**src/rtl/lcd_regbank_pkg.sv**
```systemverilog
package lcd_regbank_pkg;

    localparam int DATA_W  = 32;
    localparam int FIELD_W = 10;
    localparam int HI_W    = DATA_W - FIELD_W;

    // register byte offsets
    localparam int OFF_CTRL = 'h00;
    localparam int OFF_TIM0 = 'h04;
    localparam int OFF_TIM1 = 'h08;
    localparam int OFF_TIM2 = 'h0C;
    localparam int OFF_STAT = 'h10;
    localparam int OFF_SUB  = 'h14;

    // constant and mask words
    localparam logic [DATA_W-1:0] CTRL_KEEP_MASK = 32'h01CF_F300;
    localparam logic [DATA_W-1:0] CTRL_FIXED     = 32'hFE00_0C34;
    localparam logic [DATA_W-1:0] TIM0_FIXED     = 32'h0000_000F;
    localparam logic [DATA_W-1:0] TIM2_FIXED     = 32'hFC00_0000;
    localparam logic [DATA_W-1:0] SUB_MASK       = 32'hA1FF_FFFF;

    // control field positions
    localparam int CB_EN    = 0;
    localparam int CB_MONO  = 1;
    localparam int CB_MASK  = 3;
    localparam int CB_TFT   = 7;
    localparam int CB_PLM   = 20;
    localparam int CB_TFT_H = 23;

    // status flag indices and read-back positions
    localparam int NUM_FLAGS = 3;
    localparam int FLG_FRAME = 0;
    localparam int FLG_PAL   = 1;
    localparam int FLG_SYNC  = 2;
    localparam int SB_FRAME  = 0;
    localparam int SB_SYNC   = 2;
    localparam int SB_PAL    = 6;

    typedef enum logic [2:0] {
        SEL_CTRL, SEL_TIM0, SEL_TIM1, SEL_TIM2, SEL_STAT, SEL_SUB, SEL_NONE
    } reg_sel_e;

    typedef enum logic {
        PANEL_OFF = 1'b0,
        PANEL_ON  = 1'b1
    } panel_state_e;

endpackage

```
**src/rtl/lcd_panel_fsm.sv**
```systemverilog
module lcd_panel_fsm
    import lcd_regbank_pkg::*;
(
    input  logic clk,
    input  logic rst_n,
    input  logic ctrl_we,
    input  logic wr_en_bit,
    output logic panel_on,
    output logic en_chg_o
);

    panel_state_e state_q, state_d;
    logic         toggle;
    logic         pulse_q;

    always_comb begin
        state_d = state_q;
        toggle  = 1'b0;
        if (ctrl_we) begin
            unique case (state_q)
                PANEL_OFF: if (wr_en_bit) begin
                    state_d = PANEL_ON;
                    toggle  = 1'b1;
                end
                PANEL_ON: if (!wr_en_bit) begin
                    state_d = PANEL_OFF;
                    toggle  = 1'b1;
                end
                default: state_d = PANEL_OFF;
            endcase
        end
    end

    always_ff @(posedge clk) begin
        if (!rst_n) state_q <= PANEL_OFF;
        else        state_q <= state_d;
    end

    always_ff @(posedge clk) begin
        if (!rst_n) pulse_q <= 1'b0;
        else        pulse_q <= toggle;
    end

    assign panel_on = (state_q == PANEL_ON);
    assign en_chg_o = pulse_q;


    en_pulse_means_change_chk: assert property (@(posedge clk) disable iff (!rst_n)
        en_chg_o |-> (panel_on != $past(panel_on)));


    same_enable_no_pulse_chk: assert property (@(posedge clk) disable iff (!rst_n)
        (ctrl_we && (wr_en_bit == panel_on)) |=> !en_chg_o);

endmodule

```
**src/rtl/lcd_status_irq.sv**
```systemverilog
module lcd_status_irq
    import lcd_regbank_pkg::*;
(
    input  logic                 clk,
    input  logic                 rst_n,
    input  logic [NUM_FLAGS-1:0] set_i,
    input  logic [1:0]           imask,
    output logic [NUM_FLAGS-1:0] flags_o,
    output logic                 irq_o
);

    for (genvar k = 0; k < NUM_FLAGS; k++) begin : g_flag
        logic flag_q;
        always_ff @(posedge clk) begin
            if (!rst_n)        flag_q <= 1'b0;
            else if (set_i[k]) flag_q <= 1'b1;
        end
        assign flags_o[k] = flag_q;


        flag_sets_chk: assert property (@(posedge clk) disable iff (!rst_n)
            set_i[k] |=> flags_o[k]);


        flag_sticky_chk: assert property (@(posedge clk) disable iff (!rst_n)
            flags_o[k] |=> flags_o[k]);
    end

    always_comb begin
        irq_o = 1'b0;
        if (flags_o[FLG_FRAME] && imask[0])     irq_o = 1'b1;
        else if (flags_o[FLG_PAL] && imask[1])  irq_o = 1'b1;
        else if (flags_o[FLG_SYNC])             irq_o = 1'b1;
    end


    sync_unmasked_chk: assert property (@(posedge clk) disable iff (!rst_n)
        set_i[FLG_SYNC] |=> irq_o);

endmodule

```
**src/rtl/lcd_cfg_regs.sv**
```systemverilog
module lcd_cfg_regs
    import lcd_regbank_pkg::*;
(
    input  logic                 clk,
    input  logic                 rst_n,
    input  logic                 we,
    input  reg_sel_e             sel,
    input  logic [DATA_W-1:0]    wdata,
    input  logic                 panel_on,
    input  logic [NUM_FLAGS-1:0] flags,
    output logic [1:0]           imask,
    output logic [DATA_W-1:0]    rdata
);

    logic [1:0]         plm_q;
    logic               tft_q;
    logic               mono_q;
    logic [1:0]         mask_q;
    logic [DATA_W-1:0]  keep_q;
    logic [HI_W-1:0]    t0_hi_q, t1_hi_q;
    logic [FIELD_W-1:0] width_m1_q, height_m1_q;
    logic [DATA_W-1:0]  t2_q, sub_q;

    always_ff @(posedge clk) begin
        if (!rst_n) begin
            plm_q       <= '0;
            tft_q       <= 1'b0;
            mono_q      <= 1'b0;
            mask_q      <= '0;
            keep_q      <= '0;
            t0_hi_q     <= '0;
            width_m1_q  <= '0;
            t1_hi_q     <= '0;
            height_m1_q <= '0;
            t2_q        <= '0;
            sub_q       <= '0;
        end else if (we) begin
            unique case (sel)
                SEL_CTRL: begin
                    plm_q  <= wdata[CB_PLM +: 2];
                    tft_q  <= wdata[CB_TFT];
                    mask_q <= wdata[CB_MASK +: 2];
                    mono_q <= wdata[CB_MONO];
                    keep_q <= wdata & CTRL_KEEP_MASK;
                end
                SEL_TIM0: begin
                    t0_hi_q    <= wdata[DATA_W-1:FIELD_W];
                    width_m1_q <= wdata[FIELD_W-1:0];
                end
                SEL_TIM1: begin
                    t1_hi_q     <= wdata[DATA_W-1:FIELD_W];
                    height_m1_q <= wdata[FIELD_W-1:0];
                end
                SEL_TIM2: t2_q  <= wdata;
                SEL_SUB:  sub_q <= wdata & SUB_MASK;
                default: ;
            endcase
        end
    end

    assign imask = mask_q;

    always_comb begin
        rdata = '0;
        unique case (sel)
            SEL_CTRL: rdata = CTRL_FIXED | keep_q
                            | (DATA_W'(tft_q)    << CB_TFT_H)
                            | (DATA_W'(plm_q)    << CB_PLM)
                            | (DATA_W'(tft_q)    << CB_TFT)
                            | (DATA_W'(mask_q)   << CB_MASK)
                            | (DATA_W'(mono_q)   << CB_MONO)
                            | (DATA_W'(panel_on) << CB_EN);
            SEL_TIM0: rdata = {t0_hi_q, width_m1_q} | TIM0_FIXED;
            SEL_TIM1: rdata = {t1_hi_q, height_m1_q};
            SEL_TIM2: rdata = t2_q | TIM2_FIXED;
            SEL_STAT: rdata = (DATA_W'(flags[FLG_PAL])   << SB_PAL)
                            | (DATA_W'(flags[FLG_SYNC])  << SB_SYNC)
                            | (DATA_W'(flags[FLG_FRAME]) << SB_FRAME);
            SEL_SUB:  rdata = sub_q;
            default:  rdata = '0;
        endcase
    end


    width_field_chk: assert property (@(posedge clk) disable iff (!rst_n)
        (we && sel == SEL_TIM0) |=> (width_m1_q == $past(wdata[FIELD_W-1:0])));


    sub_masked_chk: assert property (@(posedge clk) disable iff (!rst_n)
        (sub_q & ~SUB_MASK) == '0);

endmodule

```
**src/rtl/lcd_regbank.sv**
```systemverilog
module lcd_regbank
    import lcd_regbank_pkg::*;
#(
    parameter int ADDR_W = 8
) (
    input  logic              clk,
    input  logic              rst_n,
    input  logic [ADDR_W-1:0] bus_addr,
    input  logic [31:0]       bus_wdata,
    input  logic              bus_we,
    input  logic              bus_re,
    output logic [31:0]       bus_rdata,
    input  logic              frm_done_set_i,
    input  logic              pal_done_set_i,
    input  logic              sync_err_set_i,
    output logic              irq_o,
    output logic              en_chg_o,
    output logic              bad_addr_o
);

    reg_sel_e             sel;
    logic                 panel_on;
    logic [1:0]           imask;
    logic [NUM_FLAGS-1:0] flags;
    logic [NUM_FLAGS-1:0] set_vec;
    logic                 bad_q;

    always_comb begin
        if      (bus_addr == ADDR_W'(OFF_CTRL)) sel = SEL_CTRL;
        else if (bus_addr == ADDR_W'(OFF_TIM0)) sel = SEL_TIM0;
        else if (bus_addr == ADDR_W'(OFF_TIM1)) sel = SEL_TIM1;
        else if (bus_addr == ADDR_W'(OFF_TIM2)) sel = SEL_TIM2;
        else if (bus_addr == ADDR_W'(OFF_STAT)) sel = SEL_STAT;
        else if (bus_addr == ADDR_W'(OFF_SUB))  sel = SEL_SUB;
        else                                    sel = SEL_NONE;
    end

    always_comb begin
        set_vec            = '0;
        set_vec[FLG_FRAME] = frm_done_set_i;
        set_vec[FLG_PAL]   = pal_done_set_i;
        set_vec[FLG_SYNC]  = sync_err_set_i;
    end

    lcd_panel_fsm u_fsm (
        .clk       (clk),
        .rst_n     (rst_n),
        .ctrl_we   (bus_we && sel == SEL_CTRL),
        .wr_en_bit (bus_wdata[CB_EN]),
        .panel_on  (panel_on),
        .en_chg_o  (en_chg_o)
    );

    lcd_status_irq u_stat (
        .clk     (clk),
        .rst_n   (rst_n),
        .set_i   (set_vec),
        .imask   (imask),
        .flags_o (flags),
        .irq_o   (irq_o)
    );

    lcd_cfg_regs u_cfg (
        .clk      (clk),
        .rst_n    (rst_n),
        .we       (bus_we),
        .sel      (sel),
        .wdata    (bus_wdata),
        .panel_on (panel_on),
        .flags    (flags),
        .imask    (imask),
        .rdata    (bus_rdata)
    );

    always_ff @(posedge clk) begin
        if (!rst_n) bad_q <= 1'b0;
        else        bad_q <= (bus_we || bus_re) && (sel == SEL_NONE);
    end

    assign bad_addr_o = bad_q;


    unmapped_reads_zero_chk: assert property (@(posedge clk) disable iff (!rst_n)
        (sel == SEL_NONE) |-> (bus_rdata == '0));


    bad_pulse_cause_chk: assert property (@(posedge clk) disable iff (!rst_n)
        bad_addr_o |-> $past((bus_we || bus_re) && sel == SEL_NONE));


    irq_needs_flag_chk: assert property (@(posedge clk) disable iff (!rst_n)
        irq_o |-> (flags != '0));

endmodule

```
**config.mk**
```make
export PLATFORM = sky130hd
export DESIGN_NAME = lcd_regbank
export DESIGN_NICKNAME = d
export VERILOG_FILES = /design/src/rtl/lcd_regbank_pkg.sv /design/src/rtl/lcd_panel_fsm.sv /design/src/rtl/lcd_status_irq.sv /design/src/rtl/lcd_cfg_regs.sv /design/src/rtl/lcd_regbank.sv
export SDC_FILE = /design/constraint.sdc
export NUM_CORES = 1
export LEC_CHECK = 0
export ABC_AREA = 1
export BUFFER_PORTS_ARGS = -buffer_cell sky130_fd_sc_hd__clkbuf_2
export CORE_ASPECT_RATIO = 1.2
export CORE_UTILIZATION = 50
export CTS_CLUSTER_DIAMETER = 60
export DETAILED_ROUTE_END_ITERATION = 12
export HOLD_SLACK_MARGIN = 0.03
export PLACE_DENSITY = 0.76
export SYNTH_ARGS = -nofsm -noshare
export SYNTH_HDL_FRONTEND = slang
export SYNTH_SLANG_ARGS = --single-unit
```
**constraint.sdc**
```tcl
create_clock -name clk -period 2.56 [get_ports clk]
set_clock_uncertainty 0.2 [all_clocks]
set_input_delay 0.384 -clock clk [delete_from_list [all_inputs] [get_ports clk]]
set_output_delay 0.384 -clock clk [all_outputs]
set_load 0.005 [all_outputs]
```
==> results.ini <==
[hold_path]
worstHoldPathType=input pin to flip-flop
hold_depth=3

[power_and_ir_drop]
p_int_mw=3.97
p_leak_nw=4.17
powerDensity_mw_per_mm2=604
total_power_mw=5.09
combPwrFrac=0.058
ir_drop_uv=363
switching_share=0.221
seqPwrFrac=0.424
p_sw_mw=1.13
clockPowerShare=0.517

[floorplan]
start_util=0.510
die-area_mm2=0.0145
io_pins=82
fp.dieH_um=132
dieWidth_um=110
core_area_mm2=0.0138
fp-row-count=47

[run_status]
status=finished, final reports clean

[final_layout]
filler_cell_count=1316
nets=1249
seqCellArea_mm2=0.00276
fin_cells=1386
multi_input_area_mm2=0.00354
drive_above_1_share=0.141
syn_to_final_growth_pct=20.1
antennaDiodeCount=0

[logic_synthesis]
mappedNetlistArea_mm2=0.00702
synth_top_area_share=0.393
ys_ff_latch=138
ys.flop_type=dfxtp_1
yosys-top-cells-area=dfxtp_1 (39%), nand2_1 (16%), nor2_1 (16%)
syn_area_per_cell_um2=6.22
yosysTopAreaCell=dfxtp_1
ys_async_sr_fraction=0
synthTopCellsByCount=nand2_1 (300), nor2_1 (299), nand3_1 (166)
synthesis.nets=1175
synth_edf_count=0
synth.distinct_cells=26
netlist_instances=1128
ys_warn_count=0
synth.most_common_cell=nand2_1
yosysSeqAreaShare=0.393

[worst_setup_path]
cp_slowest_cell=nand2_1
cp.required_ns=1.98
critical_path_class=input pin to output port
path_cells=clkbuf_2, nor2_2, nand2_4, inv_2, buf_12, nand2_1, nor2_1, nor2_1, nand2_1, clkbuf_2
critPathArrivalTime_ns=1.72
startpoint_type=input pin
cpPeakStageDelay_ns=0.26
cp_max_fo=32
reg2reg_depth=2
end_kind=output port

[global_routing]
use_met3=0.0484
top_usage_layer=met2
grt_usage=0.253
grt_max_degree=93
grt_pass1_vias=6125
grt_first_pass_wirelength_mm=28.8
grt_overflow=0
antenna_found_initial=0
use_met1=0.319
grt_util_met2=0.432

[sta]
setup_violations=0
slew_viol_final=0
fmax_mhz=433
fin_crit_ns=2.31
max_slew_margin=0.657
grt_setup_unrepaired=no
holdWs_ns=0.0405
fin_tns_setup_ns=0
fin_crit_sh=0.902
worstMarginPinSlew_ns=0.515
hold_violations=0

[drt]
drc=0
first_iter_violations=470
avgRoutedWirePerCell_um=12.7
vias=6923
dr.pass1.iters=5
viasPerCell=4.99
ant_nets=0
wl_mm=17.6

[placement]
numPortBuffers=81
gp_congestion=0.807
dp_hpwl_mm=10.6
place_inst=1331

[clock_network]
path_clk_slew_ns=0.06
post_cts.repair.setup_buffers=0
h-tree-depth=4
clock_path_buffers=2
numCtsBuffers=17
cts_root_buffer=clkbuf_16
insertion_delay_ns=0.41
cts_tree=yes
cts_resized=0
clock_sinks=138

[flow_run]
cap_viol_max_count=0

==> sequential cells by signal (all words and copies together), names as in the netlist, 2 cells and up <==
register / flops
u_cfg.sub_q: 27
u_cfg.t0_hi_q: 22
u_cfg.t1_hi_q: 22
u_cfg.imask: 2
u_cfg.plm_q: 2
u_cfg.width_m1_q: 6
u_stat.g_flag.flag_q: 3
u_cfg.t2_q: 26
u_cfg.keep_q: 13
u_cfg.height_m1_q: 10
==> layout make-up <==
class / instances / share of cell area
Multi-Input combinational cell: 824 / 0.420
Timing Repair Buffer: 125 / 0.108
Clock inverter: 11 / 0.0199
Inverter: 96 / 0.0427
Clock buffer: 21 / 0.0558
Sequential cell: 138 / 0.328
Tap cell: 171 / 0.0254
==> path summary, 6_finish.rpt <==
kind | slack [ns] | endpoint | start
setup / recovery | 0.25 | bus_rdata[0] | bus_addr[4]
hold / removal | 0.04 | bad_addr_o$_SDFF_PN0_ | bus_re
setup reg to reg | 1.59 | u_fsm.en_chg_o$_SDFF_PN0_ | u_fsm.panel_on$_SDFFE_PN0P_
hold reg to reg | 0.28 | u_cfg.keep_q[23]$_SDFFE_PN0P_ | u_cfg.keep_q[23]$_SDFFE_PN0P_
==> worst max-delay path, delay by kind of cell <==
family / cells / cell delay [ns]
simple gates: 6 / 0.83
buf+inv: 4 / 0.49
==> what timing repair did <==
action	CTS	global route
endpoints found under the hold margin	23	0
hold buffers	23	0
endpoints found under the setup margin	0	0
==> logic make-up after synthesis <==
kind of cell              after synthesis  synth area share
and+or+nand+nor                       800             0.485
buffers and inverters                 166             0.104
DFF                                   138             0.393
AOI/OAI and AO/OA                      23            0.0171
xor gates and xnor gates                1           0.00125
==> routing by layer <==
layer  up-vias  routed length, um
met5         -                  0
met4         0                244
met3        23                799
met2       174               8590
met1      3119               7920
li1       3607                  -
==> power groups by stage <==
stage               logic, mW  registers, mW  clock network, mW
floorplan               0.170           2.21                  0
global placement        0.266           2.21                  0
detailed placement      0.268           2.21                  0
CTS                     0.296           2.16               2.66
global route            0.329           2.16               2.76
finish                  0.297           2.16               2.64
==> cell usage in the layout, fill, tap and decap left out, drive strengths merged <==
| cell | n |
|---|---|
| dfxtp | 138 |
| a221o | 1 |
| or2 | 1 |
| nand4 | 3 |
| nand2 | 306 |
| clkinv | 5 |
| clkinvlp | 2 |
| nand3 | 168 |
| xnor2 | 1 |
| inv | 96 |
| buf | 23 |
| dlygate4sd3 | 23 |
| o21ai | 2 |
| nor2 | 320 |
| a21oi | 20 |
| nor4 | 1 |
| nor3 | 1 |
| clkbuf | 100 |
| bufinv | 4 |
==> through the flow <==
step                      setup WS, ns  area [um2]   util
after floorplan                  0.675        7020      -
after global placement           0.280        7560  0.550
after detailed placement         0.258        7560  0.550
after CTS                        0.252        8430  0.613
after global routing             0.150        8430  0.613
final                            0.252        8430  0.613
(Power assumes the default switching activity.)
